## src/rtl/unlock_pkg.sv

```systemverilog
package unlock_pkg;
  typedef enum logic [2:0] {
    ST_IDLE, ST_PRE1, ST_PRE2, ST_EXT3, ST_EXT4, ST_EXT5, ST_LKWAIT
  } seq_t;

  localparam logic [14:0] CA_ODD  = 15'h5555;
  localparam logic [14:0] CA_EVEN = 15'h2AAA;
  localparam logic [7:0]  K_FIRST = 8'hAA;
  localparam logic [7:0]  K_SECND = 8'h55;
  localparam logic [7:0]  K_PROT  = 8'hA0;
  localparam logic [7:0]  K_IDIN  = 8'h90;
  localparam logic [7:0]  K_IDOUT = 8'hF0;
  localparam logic [7:0]  K_EXT   = 8'h80;
  localparam logic [7:0]  K_UNPR  = 8'h20;
  localparam logic [7:0]  K_LOCK  = 8'h40;
  localparam logic [7:0]  ID_MFR  = 8'h1F;
  localparam logic [7:0]  ID_DEV  = 8'hD5;

  // true when a write hits the expected command step
  function automatic logic step_ok(input logic [14:0] a, input logic [7:0] d,
                                   input logic [14:0] ea, input logic [7:0] ed);
    return (a == ea) && (d == ed);
  endfunction

  // lock status byte: FE free, FF locked
  function automatic logic [7:0] lock_code(input logic locked);
    return {7'h7F, locked};
  endfunction
endpackage

```

## src/rtl/cmd_seq_fsm.sv

```systemverilog
module cmd_seq_fsm
  import unlock_pkg::*;
#(
  parameter int ADDR_W = 17
) (
  input  logic              clk,
  input  logic              soft_rst_n,
  input  logic              wr_stb,
  input  logic [ADDR_W-1:0] wr_addr,
  input  logic [7:0]        wr_data,
  output logic              cmd_hit,
  output logic              ev_prot,
  output logic              ev_unprot,
  output logic              ev_id_in,
  output logic              ev_id_out,
  output logic              ev_lk_lo,
  output logic              ev_lk_hi
);
  seq_t st, st_nxt;
  logic [14:0] ca;
  assign ca = wr_addr[14:0];

  always_comb begin
    st_nxt    = st;
    cmd_hit   = 1'b0;
    ev_prot   = 1'b0;
    ev_unprot = 1'b0;
    ev_id_in  = 1'b0;
    ev_id_out = 1'b0;
    ev_lk_lo  = 1'b0;
    ev_lk_hi  = 1'b0;
    if (wr_stb) begin
      st_nxt = ST_IDLE;
      unique case (st)
        ST_IDLE:
          if (step_ok(ca, wr_data, CA_ODD, K_FIRST)) begin cmd_hit = 1'b1; st_nxt = ST_PRE1; end
        ST_PRE1:
          if (step_ok(ca, wr_data, CA_EVEN, K_SECND)) begin cmd_hit = 1'b1; st_nxt = ST_PRE2; end
        ST_PRE2:
          if (ca == CA_ODD) begin
            case (wr_data)
              K_PROT:  begin cmd_hit = 1'b1; ev_prot   = 1'b1; end
              K_IDIN:  begin cmd_hit = 1'b1; ev_id_in  = 1'b1; end
              K_IDOUT: begin cmd_hit = 1'b1; ev_id_out = 1'b1; end
              K_EXT:   begin cmd_hit = 1'b1; st_nxt = ST_EXT3; end
              default: ;
            endcase
          end
        ST_EXT3:
          if (step_ok(ca, wr_data, CA_ODD, K_FIRST)) begin cmd_hit = 1'b1; st_nxt = ST_EXT4; end
        ST_EXT4:
          if (step_ok(ca, wr_data, CA_EVEN, K_SECND)) begin cmd_hit = 1'b1; st_nxt = ST_EXT5; end
        ST_EXT5:
          if (step_ok(ca, wr_data, CA_ODD, K_UNPR)) begin
            cmd_hit = 1'b1; ev_unprot = 1'b1;
          end else if (step_ok(ca, wr_data, CA_ODD, K_LOCK)) begin
            cmd_hit = 1'b1; st_nxt = ST_LKWAIT;
          end
        ST_LKWAIT:
          if (wr_addr == '0 && wr_data == 8'h00) begin
            cmd_hit = 1'b1; ev_lk_lo = 1'b1;
          end else if (&wr_addr && wr_data == 8'hFF) begin
            cmd_hit = 1'b1; ev_lk_hi = 1'b1;
          end
        default: ;
      endcase
    end
  end

  always_ff @(posedge clk) begin
    if (!soft_rst_n) st <= ST_IDLE;
    else             st <= st_nxt;
  end
endmodule

```

## src/rtl/mode_regs.sv

```systemverilog
module mode_regs (
  input  logic clk,
  input  logic cold_rst_n,
  input  logic por_n,
  input  logic prog_done,
  input  logic ev_prot,
  input  logic ev_unprot,
  input  logic ev_id_in,
  input  logic ev_id_out,
  input  logic ev_lk_lo,
  input  logic ev_lk_hi,
  output logic prot,
  output logic lock_lo,
  output logic lock_hi,
  output logic id_mode,
  output logic win
);
  logic pend_on, pend_off;

  // persistent cells: only the cold reset clears them
  always_ff @(posedge clk) begin
    if (!cold_rst_n) begin
      prot    <= 1'b0;
      lock_lo <= 1'b0;
      lock_hi <= 1'b0;
    end else begin
      if (prog_done && pend_on)       prot <= 1'b1;
      else if (prog_done && pend_off) prot <= 1'b0;
      if (ev_lk_lo) lock_lo <= 1'b1;
      if (ev_lk_hi) lock_hi <= 1'b1;
    end
  end

  // volatile state
  always_ff @(posedge clk) begin
    if (!cold_rst_n || !por_n) begin
      id_mode  <= 1'b0;
      win      <= 1'b0;
      pend_on  <= 1'b0;
      pend_off <= 1'b0;
    end else begin
      if (prog_done) begin
        win      <= 1'b0;
        pend_on  <= 1'b0;
        pend_off <= 1'b0;
      end
      if (ev_prot)   begin win <= 1'b1; pend_on <= 1'b1; pend_off <= 1'b0; end
      if (ev_unprot) begin win <= 1'b1; pend_on <= 1'b0; pend_off <= 1'b1; end
      if (ev_id_in)  id_mode <= 1'b1;
      if (ev_id_out) id_mode <= 1'b0;
    end
  end
endmodule

```

## src/rtl/id_read_mux.sv

```systemverilog
module id_read_mux
  import unlock_pkg::*;
#(
  parameter int ADDR_W = 17
) (
  input  logic              id_mode,
  input  logic              lock_lo,
  input  logic              lock_hi,
  input  logic [ADDR_W-1:0] rd_addr,
  input  logic [7:0]        arr_rdata,
  output logic [7:0]        rd_data
);
  localparam logic [ADDR_W-1:0] A_MFR = ADDR_W'(0);
  localparam logic [ADDR_W-1:0] A_DEV = ADDR_W'(1);
  localparam logic [ADDR_W-1:0] A_LLO = ADDR_W'(2);
  localparam logic [ADDR_W-1:0] A_LHI = {{(ADDR_W-4){1'b1}}, 4'h2};

  always_comb begin
    rd_data = arr_rdata;
    if (id_mode) begin
      if (rd_addr == A_MFR)      rd_data = ID_MFR;
      else if (rd_addr == A_DEV) rd_data = ID_DEV;
      else if (rd_addr == A_LLO) rd_data = lock_code(lock_lo);
      else if (rd_addr == A_LHI) rd_data = lock_code(lock_hi);
    end
  end
endmodule

```

## src/rtl/unlock_decoder.sv

```systemverilog
module unlock_decoder #(
  parameter int ADDR_W = 17,
  parameter int BOOT_W = 13
) (
  input  logic              clk,
  input  logic              cold_rst_n,
  input  logic              por_n,
  input  logic              wr_stb,
  input  logic [ADDR_W-1:0] wr_addr,
  input  logic [7:0]        wr_data,
  input  logic              prog_done,
  input  logic [ADDR_W-1:0] rd_addr,
  input  logic [7:0]        arr_rdata,
  output logic [7:0]        rd_data,
  output logic              byte_wen,
  output logic              cmd_hit,
  output logic              erase_ok
);
  localparam int SEL_W = ADDR_W - BOOT_W;

  logic ev_prot, ev_unprot, ev_id_in, ev_id_out, ev_lk_lo, ev_lk_hi;
  logic prot, lock_lo, lock_hi, id_mode, win;
  logic in_lo, in_hi, blocked;

  cmd_seq_fsm #(.ADDR_W(ADDR_W)) u_fsm (
    .clk(clk), .soft_rst_n(cold_rst_n & por_n),
    .wr_stb(wr_stb), .wr_addr(wr_addr), .wr_data(wr_data),
    .cmd_hit(cmd_hit), .ev_prot(ev_prot), .ev_unprot(ev_unprot),
    .ev_id_in(ev_id_in), .ev_id_out(ev_id_out),
    .ev_lk_lo(ev_lk_lo), .ev_lk_hi(ev_lk_hi)
  );

  mode_regs u_regs (
    .clk(clk), .cold_rst_n(cold_rst_n), .por_n(por_n), .prog_done(prog_done),
    .ev_prot(ev_prot), .ev_unprot(ev_unprot), .ev_id_in(ev_id_in),
    .ev_id_out(ev_id_out), .ev_lk_lo(ev_lk_lo), .ev_lk_hi(ev_lk_hi),
    .prot(prot), .lock_lo(lock_lo), .lock_hi(lock_hi),
    .id_mode(id_mode), .win(win)
  );

  id_read_mux #(.ADDR_W(ADDR_W)) u_rmux (
    .id_mode(id_mode), .lock_lo(lock_lo), .lock_hi(lock_hi),
    .rd_addr(rd_addr), .arr_rdata(arr_rdata), .rd_data(rd_data)
  );

  assign in_lo   = (wr_addr[ADDR_W-1:BOOT_W] == {SEL_W{1'b0}});
  assign in_hi   = (wr_addr[ADDR_W-1:BOOT_W] == {SEL_W{1'b1}});
  assign blocked = (in_lo && lock_lo) || (in_hi && lock_hi);

  assign byte_wen = wr_stb && !cmd_hit && (!prot || win) && !blocked;
  assign erase_ok = !(lock_lo || lock_hi);
endmodule

```

## config.mk

```make
export PLATFORM = sky130hd
export DESIGN_NAME = unlock_decoder
export DESIGN_NICKNAME = d
export VERILOG_FILES = /design/src/rtl/unlock_pkg.sv /design/src/rtl/cmd_seq_fsm.sv /design/src/rtl/mode_regs.sv /design/src/rtl/id_read_mux.sv /design/src/rtl/unlock_decoder.sv
export SDC_FILE = /design/constraint.sdc
export NUM_CORES = 1
export LEC_CHECK = 0
export BUFFER_PORTS_ARGS = -buffer_cell sky130_fd_sc_hd__buf_4
export CAP_MARGIN = 20
export CORE_MARGIN = 10
export CORE_UTILIZATION = 47
export DETAILED_ROUTE_END_ITERATION = 8
export GPL_TIMING_DRIVEN = 1
export PLACE_DENSITY = 0.91
export SLEW_MARGIN = 20
export SYNTH_ARGS = -nofsm -noshare
export SYNTH_HDL_FRONTEND = slang
export SYNTH_SLANG_ARGS = --single-unit
```

## constraint.sdc

```tcl
create_clock -name clk -period 8 [get_ports clk]
set_input_delay 1.6 -clock clk [delete_from_list [all_inputs] [get_ports clk]]
set_output_delay 1.6 -clock clk [all_outputs]
set_load 0.01 [all_outputs]
```

Yosys cells after proc, flatten, opt, wreduce, memory -nomap -nowiden
Cells that the tools add are included.
Operators by class
  bitwise logic cells: 1
  equality and inequality tests: 21
  reductions and logical operators: 37
  multiplexer cells: 52
Operators with widths (number)
  $eq 8x8->1 const B: 6
  $mux 8: 5
  $mux 1: 38
  $logic_not 17->1: 2
  $pmux 3 s6: 1
  $eq 17x1->1 const B: 1
  $eq 17x17->1 const B: 1
  $eq 17x2->1 const B: 1
  $reduce_and 17->1: 1
  $eq 8x7->1 const B: 2
  $eq 15x14->1 const B: 1
  $eq 15x15->1 const B: 1
  $mux 3: 5
  $logic_and 1x1->1: 13
  $eq 3x3->1 const B: 3
  $eq 8x6->1 const B: 1
  $logic_not 8->1: 1
  $reduce_or 2->1: 4
  $eq 3x2->1 const B: 2
  $logic_not 1->1: 6
  $pmux 1 s5: 1
  $eq 4x4->1 const B: 1
  $logic_not 4->1: 1
  $logic_or 1x1->1: 4
  other kinds (7): 9
Storage, ports and cells
  output and inout port bits: 11
  bits in registers: 10

Depth between registers and ports, before layout
Gate-level depths: netlist of the first run.
  depth in word-level cells: 10
  depth in mapped cells: 7
  mapped depth without buffers: 6

By module
Synthesis of the first run repeated with hierarchy kept, for this count alone.
Unflattened totals
  cells, all modules: 152
  area, all modules: 1107.3 um^2
By module, submodules not included
  cmd_seq_fsm: cells each 84, area an instance 588.1 um^2, instances 1, sequential area each 60.1 um^2
  mode_regs: cells each 23, area an instance 236.5 um^2, instances 1, sequential area each 140.1 um^2
  id_read_mux: cells each 36, area an instance 224.0 um^2, instances 1, sequential area each 0.0 um^2
  unlock_decoder: cells each 9, area an instance 58.8 um^2, instances 1, sequential area each 0.0 um^2

Worst setup path after synthesis of the first run
No wires, ideal clock.
  path type: input -> output
  from: input wr_addr[9]
  to: output cmd_hit
  data arrival time: 3.232 ns
  path buffers: 0
  setup slack: 3.168 ns
  required time: 6.400 ns
  stages on the path: 6
  cell sequence: or4_4 nor3_4 nand4b_4 or4_1 o2111ai_1 and2_1
Between the ends
  word-level cells in the longest chain between the ends: 6
  elaborated cells between the ends (all ways): 19
  those cells by class: eq/ne: 2; mux: 9; reduce/logical: 8
RTL lines
  start, declared: RTL line unlock_decoder.sv:9  | input logic [ADDR_W-1:0] wr_addr,
  $eq 15x15->1 / $reduce_and 17->1 (equally long branches): RTL line unlock_pkg.sv:22, cmd_seq_fsm.sv:40, cmd_seq_fsm.sv:62
  $logic_and 1x1->1, on equally long branches: RTL line unlock_pkg.sv:22, cmd_seq_fsm.sv:62
  $mux 1, on equally long branches: RTL line cmd_seq_fsm.sv:56, cmd_seq_fsm.sv:62
  $mux 1, on equally long branches: RTL line cmd_seq_fsm.sv:54, cmd_seq_fsm.sv:60
  $pmux 1 s5 (*): RTL line cmd_seq_fsm.sv:34  | unique case (st)
  $mux 1 (*): RTL line cmd_seq_fsm.sv:32  | if (wr_stb) begin
  end, declared: RTL line unlock_decoder.sv:16  | output logic cmd_hit,
Every way passes the cells marked *; elsewhere a longest branch is shown, timed or not.

Worst setup path in the final report of the first run
Same ends and word-level chain as after synthesis.

==> flow_metrics.py, run 1 <==
metrics = {
    "logic_synthesis": {
        "synth-compound-area-share": 0.251,
        "mappedNetlistArea_um2": 1100,
        "register_bit_count_reported_by_yosys": 10,
        "yosys-mux-area-fraction": 0.00908,
        "yosys.area.top_type": "sky130_fd_sc_hd__dfxtp_1",
        "synth_cells": 155,
        "largest_family_of_logic_cells_by_synthesized_area": "simple AND/OR/NAND/NOR gates",
        "syn-num-nets": 210,
        "synth.distinct_cells": 46,
        "synth-adder-area-share": 0,
        "synth-simple-area-share": 0.506,
        "ys_warn_count": 0,
        "synth-xor-area-share": 0.00795,
        "synth_top_area_share": 0.182,
        "main_flop_type_after_synthesis": "sky130_fd_sc_hd__dfxtp_1",
        "syn_area_per_cell_um2": 7.11,
        "synth_enable_flop_cells": 0,
        "synth-async-reset-ratio": 0,
        "ys_top_cells_by_area": "sky130_fd_sc_hd__dfxtp_1 18%, sky130_fd_sc_hd__nor4_1 6.8%, sky130_fd_sc_hd__nand4_1 5.1%",
        "synth.yosys.seq_area_share": 0.182,
    },
    "setup_path": {
        "worst-endpoint-arrival_ns": 3.54,
        "crit_family": "simple AND/OR/NAND/NOR gates",
        "worst-path-max-fanout": 7,
        "worstPathBufferInverterCount": 2,
        "critical_path.cell_chain": "buf_4 > or4_4 > nor3_4 > nand4b_4 > or4_1 > o2111ai_1 > and2_1 > buf_4",
        "logic_depth_of_the_worst_path_buffers_included": 8,
        "worst_path_largest_cell_delay_ns": 0.55,
        "cp-start-kind": "input port",
        "crit_path_top_delay_cell": "sky130_fd_sc_hd__or4_4",
        "cell_mode_on_critical_path": "sky130_fd_sc_hd__buf_4",
        "cp_data_required_time_ns": 6.40,
        "reg2regPathDepth": 6,
        "worstSetupPathType": "in -> out",
        "end_kind": "output port",
    },
    "sta": {
        "clock-skew-final_ns": 0.00419,
        "period_minus_slack_ns": 5.14,
        "layout_worst_path_cycle_share": 0.643,
        "setup_slack_ns": 2.86,
        "hold_viol_final": 0,
        "worst_slew_pin_slew_ns": 0.711,
        "maxSlewHeadroom": 0.522,
        "slew_violations": 0,
        "timing.final.setup_violations": 0,
        "final.setup.tns_ns": 0,
        "grt_setup_unrepaired": "no",
        "max_freq_ghz": 0.195,
    },
    "global_routing": {
        "grt.total_usage": 0.164,
        "pin_count_of_the_biggest_net_entering_global_routing": 14,
        "grt_pass1_wl_um": 6130,
        "via_count_of_the_first_global_routing_pass": 1440,
        "antenna_found_initial": 0,
        "total_overflow_reported_by_the_global_router": 0,
    },
    "clock_tree": {
        "cts_sinks": 10,
        "post_cts_hold_buffer_count": 0,
        "clk_root_buffer_cell": "sky130_fd_sc_hd__clkbuf_4",
        "worst_skew_pair.late_latency_ns": 0.26,
        "cts.clk_slew.worst_paths_ns": 0.06,
        "post-cts-setup-buffers": 0,
        "cts_made_buffers": 3,
        "maximum_clock_insertion_buffer_count": 2,
        "htree_levels": 1,
        "tritoncts": "yes",
        "cts_repair_resize_count": 0,
    },
    "placement": {
        "detailedPlacementHpwl_um": 3450,
        "dpl_cell_area_um2": 1600,
        "place_worst_setup_slack_ns": 2.86,
        "place.gp.congestion": 0.961,
        "post_placement_cell_count": 242,
        "buffer_ports.inserted": 65,
    },
    "drt": {
        "drt-pass1-iter-count": 4,
        "drt_antenna_net_count": 0,
        "detail_route.drc_violations": 0,
        "routed_via_density": 6.32,
        "detailroute.via_count": 1548,
        "routed_wl_um": 4080,
        "wl_per_cell_um": 16.6,
        "detailed_router_s_first_iteration_violation_count": 89,
    },
    "layout": {
        "layout.cell_area.non_filler_um2": 1630,
        "layout-drive-gt1-share": 0.350,
        "diodes": 0,
        "syn_to_final_growth_pct": 47.4,
        "num-nets-final": 274,
        "number_of_standard_cells_in_the_final_layout_excluding_fillers": 245,
        "post-route-util": 0.728,
    },
    "flow_run": {
        "max_cap_viol_count": 0,
    },
    "pwr": {
        "static-leakage-power_nw": 0.664,
        "vdd_ir_drop_max_mv": 0.0907,
        "power.density_nw_per_um2": 80.3,
    },
    "die": {
        "die_h_um": 68.4,
        "core_area_um2": 2230,
        "floorplan.initialDensity": 0.494,
        "top_level_ports": 66,
        "rows": 17,
        "chipWidth_um": 68.4,
        "die_area_um2": 4680,
    },
    "hold_path": {
        "min_path_cells": 2,
        "min-delay-path-class": "reg -> reg",
    },
    "run_status": {
        "status": "complete, no violations",
    },
}
==> layer usage <==
metal,GRT usage,share of wire
met4,0.0452,0.018
met5,0,0
met2,0.302,0.47
met1,0.170,0.37
met3,0.0571,0.14
==> registers in the layout, indices dropped and copies added, names as in the netlist <==
name,cells
u_regs.lock_lo,1
u_regs.win,1
u_regs.prot,1
u_regs.id_mode,1
u_regs.lock_hi,1
u_regs.pend_off,1
u_fsm.st,3
u_regs.pend_on,1
==> cells by family after synthesis <==
| group | after synthesis |
|---|---|
| AO/OA/AOI/OAI | 40 |
| XOR/XNOR | 1 |
| buffers and inverters | 13 |
| flip-flops | 10 |
| multiplexers | 1 |
| AND/OR/NAND/NOR | 90 |
==> cell usage after synthesis, types with 2 or more instances <==
cell / instances
sky130_fd_sc_hd__o21ai_0: 8
sky130_fd_sc_hd__nand2b_1: 2
sky130_fd_sc_hd__clkbuf_1: 6
sky130_fd_sc_hd__and4_1: 3
sky130_fd_sc_hd__nand4_1: 9
sky130_fd_sc_hd__or2_2: 2
sky130_fd_sc_hd__nor3_1: 7
sky130_fd_sc_hd__nor4_1: 12
sky130_fd_sc_hd__nand2_1: 9
sky130_fd_sc_hd__dfxtp_1: 10
sky130_fd_sc_hd__a41oi_1: 2
sky130_fd_sc_hd__a211oi_1: 2
sky130_fd_sc_hd__nor2b_1: 4
sky130_fd_sc_hd__o21a_1: 7
sky130_fd_sc_hd__nand3_1: 7
sky130_fd_sc_hd__nand3b_1: 5
sky130_fd_sc_hd__a21oi_1: 10
sky130_fd_sc_hd__or4_1: 2
sky130_fd_sc_hd__inv_1: 7
sky130_fd_sc_hd__nor2_1: 15
==> worst paths after layout <==
check,startpoint,slack (ns),to
max reg2reg,u_fsm.st[2],5.92,u_fsm.st[2]
min,u_regs.pend_on,0.50,u_regs.pend_on
max,wr_addr[9],2.86,cmd_hit
min reg2reg,u_regs.pend_on,0.50,u_regs.pend_on
==> placed cells by master, fill, tap and decap left out, types with 2 or more instances in the layout <==
| cell type | count |
|---|---|
| sky130_fd_sc_hd__clkbuf_4 | 3 |
| sky130_fd_sc_hd__nor2_1 | 15 |
| sky130_fd_sc_hd__and4_1 | 3 |
| sky130_fd_sc_hd__nand2b_1 | 2 |
| sky130_fd_sc_hd__nor4_1 | 12 |
| sky130_fd_sc_hd__inv_1 | 7 |
| sky130_fd_sc_hd__o21ai_0 | 8 |
| sky130_fd_sc_hd__nor3_1 | 7 |
| sky130_fd_sc_hd__or4_1 | 2 |
| sky130_fd_sc_hd__a41oi_1 | 2 |
| sky130_fd_sc_hd__nand4_1 | 9 |
| sky130_fd_sc_hd__a211oi_1 | 2 |
| sky130_fd_sc_hd__dfxtp_1 | 10 |
| sky130_fd_sc_hd__nand3_1 | 7 |
| sky130_fd_sc_hd__or2_2 | 2 |
| sky130_fd_sc_hd__buf_4 | 65 |
| sky130_fd_sc_hd__nand3b_1 | 5 |
| sky130_fd_sc_hd__nor2b_1 | 4 |
| sky130_fd_sc_hd__a21oi_1 | 10 |
| sky130_fd_sc_hd__nand2_1 | 9 |
| sky130_fd_sc_hd__o21a_1 | 7 |
==> stage by stage <==
| step | hold WS (ns) | total power, mW |
|---|---|---|
| floorplan | 0.443 | 0.0658 |
| global placement | 0.459 | 0.0960 |
| detailed placement | 0.487 | 0.0976 |
| CTS | 0.497 | 0.131 |
| global route | 0.525 | 0.138 |
| finish | 0.497 | 0.130 |
==> power by group <==
part           leakage, nW  internal, mW  switching [mW]  total, mW
clock network       0.0138        0.0173          0.0159     0.0332
registers           0.0807        0.0501        0.000727     0.0508
logic                0.570        0.0263          0.0201     0.0464
==> worst reg2reg max path: cells and delay by family, from the launching register on <==
kind / cells / cell delay (ns)
DFF: 1 / 0.55
AOI/OAI and AO/OA: 3 / 0.39
and+or+nand+nor: 3 / 1.08
==> layout make-up <==
| type | count | area, um^2 |
|---|---|---|
| Fill cell | 179 | 608 |
| Sequential cell | 10 | 200 |
| Multi-Input combinational cell | 132 | 853 |
| Timing Repair Buffer | 65 | 488 |
| Inverter | 7 | 26.3 |
| Clock buffer | 3 | 22.5 |
| Tap cell | 28 | 35.0 |
Power figures use the tool's default switching activity.
==> inputs of run 2 (changes only) <==
--- a/config.mk
+++ b/config.mk
@@ -8,10 +8,10 @@
 export BUFFER_PORTS_ARGS = -buffer_cell sky130_fd_sc_hd__buf_4
 export CAP_MARGIN = 20
 export CORE_MARGIN = 10
-export CORE_UTILIZATION = 47
+export CORE_UTILIZATION = 43
 export DETAILED_ROUTE_END_ITERATION = 8
 export GPL_TIMING_DRIVEN = 1
-export PLACE_DENSITY = 0.91
+export PLACE_DENSITY = 0.85
 export SLEW_MARGIN = 20
 export SYNTH_ARGS = -nofsm -noshare
 export SYNTH_HDL_FRONTEND = slang
==> constraint.sdc (replaced) <==
create_clock -name clk -period 5.2 [get_ports clk]
set_input_delay 1.04 -clock clk [delete_from_list [all_inputs] [get_ports clk]]
set_output_delay 1.04 -clock clk [all_outputs]
set_load 0.01 [all_outputs]
==> run 2 against run 1 <==
  * Sequential power grew 54%
  * Global-route usage fell by 0.62 points
  * Routed wire length grew 2.9%
  * Sequential cell count stayed put
  * Sequential share of layout area fell by 0.12 points
  * Setup slack got worse by 1.7 ns
  * Largest power group unchanged
  * Final area grew 1.0%
==> flow_metrics.py, run 2 (synthesis gave the netlist of run 1 again) <==
metrics = {
    "run_status": {
        "status": "complete, no violations",
    },
    "sta": {
        "timing.final.setup_violations": 0,
        "max_freq_ghz": 0.247,
        "period_minus_slack_ns": 4.04,
        "maxSlewHeadroom": 0.460,
        "worst_slew_pin_slew_ns": 0.803,
        "grt_setup_unrepaired": "no",
        "final.setup.tns_ns": 0,
        "clock-skew-final_ns": 0.00114,
        "slew_violations": 0,
        "hold_viol_final": 0,
        "layout_worst_path_cycle_share": 0.778,
    },
    "global_routing": {
        "via_count_of_the_first_global_routing_pass": 1486,
        "total_overflow_reported_by_the_global_router": 0,
        "pin_count_of_the_biggest_net_entering_global_routing": 14,
        "grt_pass1_wl_um": 6760,
        "grt.total_usage": 0.157,
        "antenna_found_initial": 0,
    },
    "clock_tree": {
        "cts_repair_resize_count": 0,
        "tritoncts": "yes",
        "cts_sinks": 10,
        "worst_skew_pair.late_latency_ns": 0.27,
        "post-cts-setup-buffers": 0,
        "cts_made_buffers": 3,
        "clk_root_buffer_cell": "sky130_fd_sc_hd__clkbuf_4",
        "post_cts_hold_buffer_count": 0,
        "htree_levels": 1,
        "maximum_clock_insertion_buffer_count": 2,
        "cts.clk_slew.worst_paths_ns": 0.06,
    },
    "die": {
        "rows": 18,
        "die_h_um": 70.6,
        "top_level_ports": 66,
        "floorplan.initialDensity": 0.449,
        "core_area_um2": 2450,
        "die_area_um2": 4990,
        "chipWidth_um": 70.6,
    },
    "pwr": {
        "power.density_nw_per_um2": 133,
        "vdd_ir_drop_max_mv": 0.191,
        "static-leakage-power_nw": 0.671,
        "report.power.total_uw": 219,
    },
    "layout": {
        "layout.cell_area.non_filler_um2": 1640,
        "largest_register": "u_fsm.st",
        "number_of_fill_cells": 236,
        "layout_commonest_cell": "sky130_fd_sc_hd__buf_4",
        "number_of_flip_flops_under_the_largest_register_name": 3,
        "syn_to_final_growth_pct": 48.9,
        "num-nets-final": 274,
        "number_of_standard_cells_in_the_final_layout_excluding_fillers": 248,
        "post-route-util": 0.669,
        "area_of_combinational_cells_with_multiple_inputs_um2": 853,
        "diodes": 0,
        "layout-drive-gt1-share": 0.353,
        "ff_latch_area_um2": 200,
        "most-common-layout-cells": "65 x sky130_fd_sc_hd__buf_4, 15 x sky130_fd_sc_hd__nor2_1, 12 x sky130_fd_sc_hd__nor4_1, 10 x sky130_fd_sc_hd__a21oi_1, 10 x sky130_fd_sc_hd__dfxtp_1",
    },
    "flow_run": {
        "max_cap_viol_count": 0,
    },
    "setup_path": {
        "worstSetupPathType": "in -> out",
        "cp-start-kind": "input port",
        "end_kind": "output port",
        "cp_data_required_time_ns": 4.16,
        "worst-endpoint-arrival_ns": 3.00,
        "worst-path-max-fanout": 7,
    },
    "drt": {
        "detailroute.via_count": 1510,
        "drt_antenna_net_count": 0,
        "detailed_router_s_first_iteration_violation_count": 79,
        "routed_via_density": 6.09,
        "wl_per_cell_um": 16.9,
        "routed_wl_um": 4200,
        "drt-pass1-iter-count": 4,
        "detail_route.drc_violations": 0,
    },
    "placement": {
        "detailedPlacementHpwl_um": 3590,
        "buffer_ports.inserted": 65,
        "place.gp.congestion": 0.991,
        "post_placement_cell_count": 244,
        "dpl_cell_area_um2": 1610,
    },
    "hold_path": {
        "min-delay-path-class": "reg -> reg",
    },
}
-- run 2: cell count changes in the layout (fill, tap and decap cells not counted), sizes merged --
cell / previous run / this run
clkbuf: 3 / 4
-- run 2: routing by layer --
metal,share of wire,vias to the layer above,wire length [um],GRT usage
met5,0,-,0,0
met4,0.016,0,68,0.0323
met3,0.071,12,298,0.0432
met2,0.52,60,2170,0.287
met1,0.40,699,1660,0.177
li1,-,739,-,-
-- run 2: metrics by stage --
| step | setup slack [ns] | hold slack [ns] |
|---|---|---|
| global placement | 1.22 | 0.458 |
| detailed placement | 1.17 | 0.472 |
| finish | 1.16 | 0.478 |
| floorplan | 1.49 | 0.443 |
| CTS | 1.16 | 0.486 |
| global route | 1.09 | 0.522 |
-- run 2: power breakdown --
part	total, mW	switching, mW	internal (mW)
combinational	0.0709	0.0304	0.0405
sequential	0.0781	0.00106	0.0770
clock	0.0698	0.0272	0.0426
-- run 2: area by class of cell --
class | instances | area share
Multi-Input combinational cell | 132 | 0.520
Timing Repair Buffer | 65 | 0.297
Tap cell | 30 | 0.0229
Sequential cell | 10 | 0.122
Clock buffer | 4 | 0.0221
Inverter | 7 | 0.0160
-- run 2: worst max-delay path, stage by stage --
cell and delay (ns):
sky130_fd_sc_hd__buf_4 0.12, sky130_fd_sc_hd__or4_4 0.55, sky130_fd_sc_hd__nor3_4 0.18, sky130_fd_sc_hd__nand4b_4 0.17, sky130_fd_sc_hd__or4_1 0.49, sky130_fd_sc_hd__o2111ai_1 0.15
sky130_fd_sc_hd__and2_1 0.18, sky130_fd_sc_hd__buf_4 0.12
-- run 2: path summary, 6_finish.rpt --
| kind | from | endpoint | slack (ns) | depth (start not counted) |
|---|---|---|---|---|
| hold reg to reg | u_regs.pend_on | u_regs.pend_on | 0.48 | 2 |
| setup reg to reg | u_fsm.st[2] | u_fsm.st[2] | 3.05 | 6 |
| hold / removal | u_regs.pend_on | u_regs.pend_on | 0.48 | 2 |
| setup / recovery | wr_addr[9] | cmd_hit | 1.16 | 8 |
==> inputs of run 3 (changes only) <==
--- a/config.mk
+++ b/config.mk
@@ -8,10 +8,10 @@
 export BUFFER_PORTS_ARGS = -buffer_cell sky130_fd_sc_hd__buf_4
 export CAP_MARGIN = 20
 export CORE_MARGIN = 10
-export CORE_UTILIZATION = 43
+export CORE_UTILIZATION = 39
 export DETAILED_ROUTE_END_ITERATION = 8
 export GPL_TIMING_DRIVEN = 1
-export PLACE_DENSITY = 0.85
+export PLACE_DENSITY = 0.81
 export SLEW_MARGIN = 20
 export SYNTH_ARGS = -nofsm -noshare
 export SYNTH_HDL_FRONTEND = slang
==> constraint.sdc (replaced) <==
create_clock -name clk -period 3.42 [get_ports clk]
set_input_delay 0.684 -clock clk [delete_from_list [all_inputs] [get_ports clk]]
set_output_delay 0.684 -clock clk [all_outputs]
set_load 0.01 [all_outputs]
==> run 3 against run 2 <==
  * Register-to-register slack lost 1.7 ns
  * Sequential power grew 52%
  * Final area grew 1.9%
  * Global-route usage down 2.5 points
  * Cell count increased by 2.0%
  * Clock power rose by 52%
  * Via count down 1.5%
  * Total power is 52% higher
  * Setup slack got worse by 1.0 ns
  * Clock skew up 0.0021 ns
==> flow_metrics.py, run 3 (synthesis gave the netlist of run 1 again) <==
metrics = {
    "setup_path": {
        "crit_start": "wr_addr[9]",
        "ff2ff_setup_slack_ns": 1.33,
        "reg2reg_to": "u_fsm.st[2]",
        "cp-start-kind": "input port",
        "worst-endpoint-arrival_ns": 2.58,
        "cp_endpoint": "cmd_hit",
        "cp_data_required_time_ns": 2.74,
        "worst_r2r_startpoint": "u_fsm.st[2]",
        "reg2regPathDepth": 6,
        "end_kind": "output port",
        "worst-path-max-fanout": 3,
        "worstSetupPathType": "in -> out",
    },
    "die": {
        "die_area_um2": 5350,
        "rows": 19,
        "chipWidth_um": 73.2,
        "floorplan.initialDensity": 0.403,
        "die_h_um": 73.2,
        "top_level_ports": 66,
        "core_area_um2": 2730,
    },
    "drt": {
        "routed_wl_um": 3870,
        "drt-pass1-iter-count": 5,
        "detailed_router_s_first_iteration_violation_count": 120,
        "drt_antenna_net_count": 0,
        "routed_via_density": 5.88,
        "detailroute.via_count": 1487,
        "wl_per_cell_um": 15.3,
        "detail_route.drc_violations": 0,
    },
    "hold_path": {
        "min-delay-path-class": "reg -> reg",
    },
    "sta": {
        "grt_setup_unrepaired": "no",
        "timing.final.setup_violations": 0,
        "hold_viol_final": 0,
        "max_freq_ghz": 0.306,
        "worst_slew_pin_slew_ns": 0.415,
        "clock-skew-final_ns": 0.00319,
        "maxSlewHeadroom": 0.721,
        "layout_worst_path_cycle_share": 0.956,
        "period_minus_slack_ns": 3.27,
        "final.setup.tns_ns": 0,
        "slew_violations": 0,
    },
    "run_status": {
        "status": "complete, no violations",
    },
    "clock_tree": {
        "tritoncts": "yes",
        "post-cts-setup-buffers": 0,
        "cts.clk_slew.worst_paths_ns": 0.07,
        "cts_repair_resize_count": 0,
        "cts_made_buffers": 3,
        "post_cts_hold_buffer_count": 0,
        "cts_sinks": 10,
        "maximum_clock_insertion_buffer_count": 2,
        "worst_skew_pair.late_latency_ns": 0.27,
        "clk_root_buffer_cell": "sky130_fd_sc_hd__clkbuf_4",
        "htree_levels": 1,
    },
    "layout": {
        "layout-drive-gt1-share": 0.365,
        "post-route-util": 0.612,
        "num-nets-final": 278,
        "most-common-layout-cells": "69 x sky130_fd_sc_hd__buf_4, 15 x sky130_fd_sc_hd__nor2_1, 12 x sky130_fd_sc_hd__nor4_1, 10 x sky130_fd_sc_hd__a21oi_1, 10 x sky130_fd_sc_hd__dfxtp_1",
        "number_of_flip_flops_under_the_largest_register_name": 3,
        "syn_to_final_growth_pct": 51.8,
        "number_of_fill_cells": 264,
        "layout_commonest_cell": "sky130_fd_sc_hd__buf_4",
        "largest_register": "u_fsm.st",
        "diodes": 0,
    },
    "pwr": {
        "vdd_ir_drop_max_mv": 0.212,
        "static-leakage-power_nw": 0.692,
        "p_sw_uw": 87.8,
        "power.share.combinational": 0.323,
        "power.density_nw_per_um2": 198,
        "internal-power_uw": 244,
        "switching_share": 0.265,
        "report.power.total_uw": 332,
        "portion_of_total_power_attributed_to_the_clock_network": 0.319,
        "power_frac_seq": 0.358,
    },
    "global_routing": {
        "pin_count_of_the_biggest_net_entering_global_routing": 14,
        "total_overflow_reported_by_the_global_router": 0,
        "grt_pass1_wl_um": 5990,
        "via_count_of_the_first_global_routing_pass": 1342,
        "antenna_found_initial": 0,
        "grt.total_usage": 0.132,
    },
    "placement": {
        "buffer_ports.inserted": 65,
        "place.gp.congestion": 0.822,
        "detailedPlacementHpwl_um": 3300,
    },
    "flow_run": {
        "max_cap_viol_count": 0,
    },
}
run 3: cell types whose count changed in the layout (fill, tap and decap cells not counted):
cell | previous run | this run
sky130_fd_sc_hd__buf_4 | 65 | 69
run 3: per-layer routing:
| layer | track usage | routed length [um] | vias up |
|---|---|---|---|
| li1 | - | - | 746 |
| met5 | 0 | 0 | - |
| met3 | 0.0517 | 390 | 6 |
| met2 | 0.210 | 1760 | 57 |
| met4 | 0.0401 | 45 | 0 |
| met1 | 0.159 | 1670 | 678 |
run 3: worst max-delay path, stage by stage:
cell	delay, ns
sky130_fd_sc_hd__buf_4	0.12
sky130_fd_sc_hd__or4_4	0.55
sky130_fd_sc_hd__nor3_4	0.19
sky130_fd_sc_hd__nand4b_4	0.12
sky130_fd_sc_hd__or4_1	0.48
sky130_fd_sc_hd__o2111ai_1	0.15
sky130_fd_sc_hd__and2_1	0.17
sky130_fd_sc_hd__buf_4	0.12
run 3: power by group through the flow:
stage                     sequential, mW  combinational (mW)  clock (mW)
after CTS                          0.119               0.107       0.109
final                              0.119               0.107       0.106
after global routing               0.119               0.116       0.116
after floorplan                    0.120              0.0337           0
after global placement             0.121               0.105           0
after detailed placement           0.121               0.107           0
run 3: worst min path at each step:
stage	start	end	slack, ns	cells after the start
after detailed placement	u_regs.pend_on	u_regs.pend_on	0.46	2
final	u_regs.pend_on	u_regs.pend_on	0.47	2
after global placement	u_regs.pend_on	u_regs.pend_on	0.46	2
after floorplan	u_regs.pend_on	u_regs.pend_on	0.44	2
after global routing	u_regs.pend_on	u_regs.pend_on	0.48	2
after CTS	u_regs.pend_on	u_regs.pend_on	0.47	2
run 3: stage by stage:
stage / std cells / setup WS, ns / hold WS, ns / area, um^2
6_report: 253 / 0.151 / 0.473 / 1670
5_1_grt: 253 / 0.0905 / 0.484 / 1670
4_1_cts: 253 / 0.159 / 0.473 / 1670
3_5_place_dp: 249 / 0.174 / 0.459 / 1640
3_3_place_gp: 249 / 0.197 / 0.463 / 1640
2_1_floorplan: 155 / 0.420 / 0.443 / 1100
run 3: final cells by class:
type	instances	area (um^2)	area share
clock buffers	4	36.3	0.0217
flip-flops and latches	10	200	0.120
repair buffers	69	518	0.310
well taps	31	38.8	0.0232
multi-input cells	132	853	0.510
inverters	7	26.3	0.0157
